--- src/rtl/mii_resp_pkg.sv ---
// Package: constants and per-register tables for the serial management
// responder. Assumes a fixed 32 x 16-bit register bank; the tables are
// computed by functions so no literal list exceeds a few entries.
package mii_resp_pkg;

    localparam int NREG     = 32;
    localparam int DW       = 16;
    localparam int AW       = $clog2(NREG);
    localparam int WORD_W   = 32;
    localparam int OP_W     = 4;
    localparam logic [OP_W-1:0] OP_READ  = 4'b0110;
    localparam logic [OP_W-1:0] OP_WRITE = 4'b0101;

    // Power-up value of register idx
    function automatic logic [DW-1:0] reg_default(input int idx);
        case (idx)
            0:       return 16'h3100;
            1:       return 16'hF02C;
            2:       return 16'h7810;
            4:       return 16'h0501;
            5:       return 16'h4181;
            16:      return 16'h0003;
            18:      return 16'h0001;
            default: return '0;
        endcase
    endfunction

    // Writable-bit mask of register idx
    function automatic logic [DW-1:0] reg_wmask(input int idx);
        if (idx == 4)                              return 16'hC01F;
        if (idx == 16)                             return 16'h0FFF;
        if ((idx >= 1 && idx <= 3) || idx == 5 || idx == 6) return 16'hFFFF;
        if (idx >= 18 && idx <= 25)                return 16'hFFFF;
        return '0;
    endfunction

    // All masks concatenated, register 0 in the low slice
    function automatic logic [NREG*DW-1:0] mask_flat();
        logic [NREG*DW-1:0] m;
        m = '0;
        for (int i = 0; i < NREG; i++) m[i*DW +: DW] = reg_wmask(i);
        return m;
    endfunction

endpackage

--- src/rtl/mii_mdc_edge.sv ---
// Module: detects a low-to-high change of the software-driven management
// clock. Assumes mdc_i is already synchronous to clk (written by software
// through a register), so no synchroniser stages are added.
module mii_mdc_edge (
    input  logic clk,
    input  logic rst_n,
    input  logic mdc_i,
    output logic rise_o
);

    logic mdc_q;

    // Remember the previous clock sample
    always_ff @(posedge clk) begin
        if (!rst_n) mdc_q <= 1'b0;
        else        mdc_q <= mdc_i;
    end

    assign rise_o = mdc_i & ~mdc_q;

endmodule

--- src/rtl/mii_frame_shift.sv ---
// Module: the shifting-word frame decoder. On each management rising edge
// it advances a saturating bit counter, shifts one bit into a 32-bit word,
// drives the return bit in read mode, decodes a read at count 16 and a
// write at count 32. Assumes the register read data arrives combinationally
// from the address it presents.
module mii_frame_shift
    import mii_resp_pkg::*;
#(
    parameter int CNT_W = 6
) (
    input  logic              clk,
    input  logic              rst_n,
    input  logic              rise_i,
    input  logic              mdo_i,
    input  logic              rd_mode_i,
    input  logic [DW-1:0]     rd_data_i,
    output logic [AW-1:0]     rd_phy_o,
    output logic [AW-1:0]     rd_reg_o,
    output logic              wr_en_o,
    output logic [AW-1:0]     wr_phy_o,
    output logic [AW-1:0]     wr_reg_o,
    output logic [DW-1:0]     wr_data_o,
    output logic              mdi_o,
    output logic [CNT_W-1:0]  cnt_o
);

    localparam logic [CNT_W-1:0] CNT_MAX = '1;
    localparam logic [CNT_W-1:0] CNT_RD  = CNT_W'(16);
    localparam logic [CNT_W-1:0] CNT_WR  = CNT_W'(32);

    logic [WORD_W-1:0] word_q;
    logic [WORD_W-1:0] word_sh;
    logic [CNT_W-1:0]  cnt_q;
    logic [CNT_W-1:0]  cnt_inc;
    logic              shift_bit;
    logic              all_ones;
    logic              rd_hit;

    // Next count, shifted word and field decodes
    always_comb begin
        cnt_inc   = (cnt_q == CNT_MAX) ? cnt_q : cnt_q + 1'b1;
        shift_bit = mdo_i & ((cnt_inc < CNT_RD) | ~rd_mode_i);
        word_sh   = {word_q[WORD_W-2:0], shift_bit};
        all_ones  = &word_sh;
        rd_hit    = (cnt_inc == CNT_RD) && (word_sh[15:12] == OP_READ);
        rd_phy_o  = word_sh[11:7];
        rd_reg_o  = word_sh[6:2];
        wr_phy_o  = word_sh[27:23];
        wr_reg_o  = word_sh[22:18];
        wr_data_o = word_sh[15:0];
        wr_en_o   = rise_i && !all_ones && (cnt_inc == CNT_WR)
                    && (word_sh[31:28] == OP_WRITE);
    end

    // Counter, word and return bit update on management rising edges
    always_ff @(posedge clk) begin
        if (!rst_n) begin
            word_q <= '0;
            cnt_q  <= '0;
            mdi_o  <= 1'b0;
        end else if (rise_i) begin
            if (cnt_inc >= CNT_RD && rd_mode_i) mdi_o <= word_sh[15];
            if (all_ones) begin
                cnt_q  <= '0;
                word_q <= word_sh;
            end else begin
                cnt_q  <= cnt_inc;
                word_q <= rd_hit ? {{(WORD_W-DW){1'b0}}, rd_data_i} : word_sh;
            end
        end
    end

    assign cnt_o = cnt_q;

endmodule

--- src/rtl/mii_reg_bank.sv ---
// Module: the register bank. Each register resets to its table value and
// merges write data through its constant mask; bits outside the mask are
// constants after reset. Assumes wr_en_i is already qualified by address.
module mii_reg_bank
    import mii_resp_pkg::*;
(
    input  logic               clk,
    input  logic               rst_n,
    input  logic               wr_en_i,
    input  logic [AW-1:0]      wr_idx_i,
    input  logic [DW-1:0]      wr_data_i,
    output logic [NREG*DW-1:0] regs_o
);

    for (genvar g = 0; g < NREG; g++) begin : g_reg
        localparam logic [DW-1:0] DEF  = reg_default(g);
        localparam logic [DW-1:0] MASK = reg_wmask(g);
        logic [DW-1:0] r;

        // Masked write merge for register g
        always_ff @(posedge clk) begin
            if (!rst_n)
                r <= DEF;
            else if (wr_en_i && wr_idx_i == AW'(g))
                r <= (r & ~MASK) | (wr_data_i & MASK);
        end

        assign regs_o[g*DW +: DW] = r;
    end

endmodule

--- src/rtl/mii_mgmt_resp.sv ---
// Module: top of the serial management responder. Joins edge detection,
// the frame decoder and the register bank, and applies the station-address
// match for both reads and writes. Assumes all inputs are synchronous.
module mii_mgmt_resp
    import mii_resp_pkg::*;
#(
    parameter int PHY_ADDR = 1,
    parameter int CNT_W    = 6
) (
    input  logic clk,
    input  logic rst_n,
    input  logic mdc_i,
    input  logic mdo_i,
    input  logic rd_mode_i,
    output logic mdi_o
);

    logic               mdc_rise;
    logic [AW-1:0]      rd_phy, rd_reg, wr_phy, wr_reg;
    logic [DW-1:0]      rd_data, wr_data;
    logic               wr_en, wr_hit;
    logic [CNT_W-1:0]   bit_cnt;
    logic [NREG*DW-1:0] reg_flat;

    mii_mdc_edge u_edge (
        .clk    (clk),
        .rst_n  (rst_n),
        .mdc_i  (mdc_i),
        .rise_o (mdc_rise)
    );

    mii_frame_shift #(.CNT_W(CNT_W)) u_shift (
        .clk       (clk),
        .rst_n     (rst_n),
        .rise_i    (mdc_rise),
        .mdo_i     (mdo_i),
        .rd_mode_i (rd_mode_i),
        .rd_data_i (rd_data),
        .rd_phy_o  (rd_phy),
        .rd_reg_o  (rd_reg),
        .wr_en_o   (wr_en),
        .wr_phy_o  (wr_phy),
        .wr_reg_o  (wr_reg),
        .wr_data_o (wr_data),
        .mdi_o     (mdi_o),
        .cnt_o     (bit_cnt)
    );

    // Station match: foreign addresses read zero and never write
    always_comb begin
        rd_data = '0;
        if (rd_phy == AW'(PHY_ADDR)) rd_data = reg_flat[{rd_reg, 4'b0000} +: DW];
        wr_hit = wr_en && (wr_phy == AW'(PHY_ADDR));
    end

    mii_reg_bank u_bank (
        .clk       (clk),
        .rst_n     (rst_n),
        .wr_en_i   (wr_hit),
        .wr_idx_i  (wr_reg),
        .wr_data_i (wr_data),
        .regs_o    (reg_flat)
    );

endmodule

--- config.mk ---
export PLATFORM = sky130hd
export DESIGN_NAME = mii_mgmt_resp
export DESIGN_NICKNAME = d
export VERILOG_FILES = /design/src/rtl/mii_resp_pkg.sv /design/src/rtl/mii_mdc_edge.sv /design/src/rtl/mii_frame_shift.sv /design/src/rtl/mii_reg_bank.sv /design/src/rtl/mii_mgmt_resp.sv
export SDC_FILE = /design/constraint.sdc
export NUM_CORES = 1
export LEC_CHECK = 0
export CAP_MARGIN = 20
export CORE_MARGIN = 2
export CORE_UTILIZATION = 35
export DETAILED_ROUTE_END_ITERATION = 16
export GPL_TIMING_DRIVEN = 0
export SYNTH_ARGS = -nofsm -noshare
export SYNTH_HDL_FRONTEND = slang
export SYNTH_HIERARCHICAL = 1
export SYNTH_SLANG_ARGS = --single-unit
--- constraint.sdc ---
create_clock -name clk -period 7.35 [get_ports clk]
set_input_delay 1.47 -clock clk [delete_from_list [all_inputs] [get_ports clk]]
set_output_delay 1.47 -clock clk [all_outputs]
set_load 0.01 [all_outputs]
==> results_dict.tcl <==
set metrics [dict create \
    status "complete, no violations" \
    crit_fanout 10 \
    cts_setup_buffers 0 \
    place_inst 2581 \
    pwr-share-comb 0.162 \
    grt_antenna_before_repair 0 \
    via_per_inst 4.863 \
    core_um2 47950 \
    fin_ws_ns 2.249 \
    start_util 0.3565 \
    synth_top_family_by_area "multiplexers" \
    hold_buffers 0 \
    critPathRequiredTime_ns 7.82 \
    p_int_uw 2637 \
    synth.area.mux_share 0.3182 \
    r2r_cells 12 \
    final_cell_count_no_fill 2635 \
    clkPwrFrac 0.430 \
    max_slew_margin 0.2942 \
    ys_types 72 \
    seq_area_frac_synth 0.3115 \
    synthFlopType "dfxtp_1" \
    first_pass_iters 5 \
    cts_made_buffers 29 \
    worstSetupEndpointType "flip-flop" \
    num_vias 12813 \
    clk_pin_slew_ns 0.06 \
    critPathMaxStageDelay_ns 0.64 \
    max_clock_freq_mhz 196.0 \
    r2r_end "u_bank/g_reg[21].r[13]" \
    grt_pass1_wl_um 77380 \
    synthTopCellsByCount "336 x buf_4, 285 x mux2i_1, 279 x nand2_1, 266 x dfxtp_1, 95 x mux4_2" \
    synth_adder_area_share 0.0007320 \
    drc 0 \
    hold_slack_ns 0.4526 \
    wirelength_um 50660 \
    power_density_nw_per_um2 179.0 \
    first_global_vias 12660 \
    synth-async-reset-ratio 0 \
    yosysTopAreaCellShare 0.3115 \
    yosysWarnings 6 \
    hold_path.class "reg2reg" \
    synth_compound_gate_area_share 0.06771 \
    hold_path_end "u_bank/g_reg[5].r[6]" \
    start_kind "primary input" \
    rsz0062_at_grt "false" \
    p_sw_frac 0.2626 \
    yosysMostFrequentCell "buf_4" \
    cts_tree "built" \
    fin_setup_tns_ns 0 \
    rows 80 \
    rrSetupSlack_ns 2.98 \
    dp_hpwl_um 38020 \
    crit_slowest_cell "or4b_2" \
    synth_xor_area_frac 0.0005124 \
    ios 6 \
    synth_edf_count 0 \
    grt_use_total 0.2024 \
    maxCapViolCount 0 \
    synth_simple_gate_area_frac 0.1069 \
    path_cells "clkdlybuf4s50_1 > nor2b_4 > clkbuf_1 > nand4b_1 > or3_1 > nor4_1 > or4b_2 > nor3b_1 > clkbuf_4 > nand4b_1 > nor2_2 > buf_4 > mux2i_1" \
    fp.dieH_um 225.0 \
    worstHoldStart "u_bank/g_reg[5].r[6]" \
    r2r_start "u_shift/cnt_o[0]" \
    ctsResizeCount 0 \
    antenna_cells 0 \
    htree_levels 1 \
    clockRootBuffer "clkbuf_16" \
    synth_cells 1678 \
    tightest_slew_ns 1.059 \
    grt_max_degree 14 \
    leakage_uw 0.008680 \
    maxSlewViolCount 0 \
    cp.buffers_inverters 4 \
    drive_gt1_frac 0.2772 \
    clockBufferDepth 3 \
    setup_violations 0 \
    hold_viol_final 0 \
    synthTopCellsByArea "dfxtp_1 31%, mux2i_1 17%, buf_4 15%, mux4_2 13%, nand2_1 6.1%" \
    period_share 0.6941 \
    clk_latency_ns 0.56 \
    p_switching_uw 939.0 \
    gp_congestion 0.9152 \
    cts_num_sinks 266 \
    skew_ns 0.01456 \
    syn2layout_area_growth_pct 16.89 \
    timing.final.crit_period_ns 5.101 \
    critPathArrivalTime_ns 5.57 \
    fin_area_um2 19980 \
    syn_area_um2 17090 \
    cp_common_cell "nand4b_1" \
    die-width_um 225.0 \
    port_buffers 5 \
    final_nets 2004 \
    ir_drop_v 0.0001582 \
    path_class "in2reg" \
    ys_seq_elements 266 \
    dp_slack_ns 1.102 \
    overflow 0 \
    critPathTopFamily "simple AND/OR/NAND/NOR gates" \
    seqPwrFrac 0.408 \
    min_path_cells 2 \
    fp.dieArea_um2 50620 \
    routedWlPerCell_um 19.23 \
    dpl_cell_area_um2 18970 \
    drt_iter0_drc 937 \
    synth_area_per_cell_um2 10.19 \
    antenna_left 0 \
    yosys.area.top_type "dfxtp_1" \
]
==> worst max path at each step <==
stage / from / endpoint / slack, ns / cells past startpoint
after CTS: mdc_i / u_bank/g_reg[3].r[5] / 1.63 / 12
after global placement: mdc_i / u_bank/g_reg[3].r[6] / 1.15 / 12
after floorplan: mdc_i / u_bank/g_reg[1].r[10] / 2.56 / 11
final: mdc_i / u_bank/g_reg[21].r[13] / 2.25 / 13
after detailed placement: mdc_i / u_bank/g_reg[3].r[10] / 1.10 / 12
after global routing: mdc_i / u_bank/g_reg[23].r[12] / 2.06 / 13
==> power by group through the flow <==
stage	combinational, µW	clock (µW)	sequential, µW
global route	616	1620	1460
CTS	554	1560	1460
detailed placement	553	0	1490
global placement	550	0	1490
finish	578	1540	1460
floorplan	426	0	1490
==> sequential cells by signal (all words and copies together) (netlist names) <==
signal / flops
u_bank/g.r: 227
u_edge/mdc_q: 1
u_shift/cnt_o: 6
u_shift/mdi_o: 1
u_shift/word_q: 31
==> kinds of logic (layout without fill, tap and decap cells) <==
kind of cell,count (synthesis),in the layout
AO/OA/AOI/OAI,161,161
XOR/XNOR,1,1
adder cells (fa/ha/maj),1,1
buffers and inverters,461,520
flip-flops,266,266
multiplexers,397,397
other,2,285
AND/OR/NAND/NOR,389,389
==> layout by cell type, fill, tap and decap left out, types with 4 or more instances in the layout <==
cell and n:
buf_1 5, nand2b_1 6, nand4_1 7, clkdlybuf4s50_1 5
mux4_2 95, nand2_1 279, clkbuf_16 29, nor2_1 8
buf_2 20, buf_4 336, a221oi_1 13, a21oi_1 13
a221o_1 16, conb_1 285, clkbuf_1 59, a31oi_1 29
buf_6 17, o21ai_0 34, mux2i_1 285, clkbuf_8 14
mux4_1 17, nor2b_1 23, buf_8 4, inv_1 8
a22oi_1 16, clkinv_2 9, nand3_1 23, dfxtp_1 266
a21boi_0 17, o2111ai_1 4, o211ai_1 8
==> worst register-to-register path, cell delays in order, from the launching register on <==
cell and delay, ns:
dfxtp_1 0.41, ha_1 0.34, nand2_1 0.18, o31a_1 0.30
or3_1 0.35, nor4_1 0.28, or4b_2 0.64, nor3b_1 0.21
clkbuf_4 0.23, nand4b_1 0.21, nor2_2 0.55, buf_4 0.37
mux2i_1 0.22
==> metal layers <==
| metal | up-vias | track usage | part of all wire |
|---|---|---|---|
| met3 | 117 | 0.02907 | 0.060 |
| met1 | 6292 | 0.2710 | 0.44 |
| met5 | - | 0 | 0 |
| met2 | 371 | 0.3299 | 0.46 |
| li1 | 6033 | - | - |
| met4 | 0 | 0.07862 | 0.043 |
==> through the flow <==
step / util / total power, µW
after CTS: 0.4166 / 3571
after global placement: 0.3957 / 2043
after global routing: 0.4167 / 3696
after detailed placement: 0.3957 / 2045
final: 0.4167 / 3576
after floorplan: - / 1914
==> final cells by class <==
class | count | area [µm²]
clock inverter | 15 | 158.9
timing repair buffer | 6 | 57.56
buffer | 452 | 3281
fill | 4568 | 27970
multi-input combinational | 1234 | 9515
sequential | 266 | 5325
clock buffer | 38 | 839.6
inverter | 9 | 33.78
tap | 615 | 769.5
No activity file was read; power rests on OpenSTA's default activity.
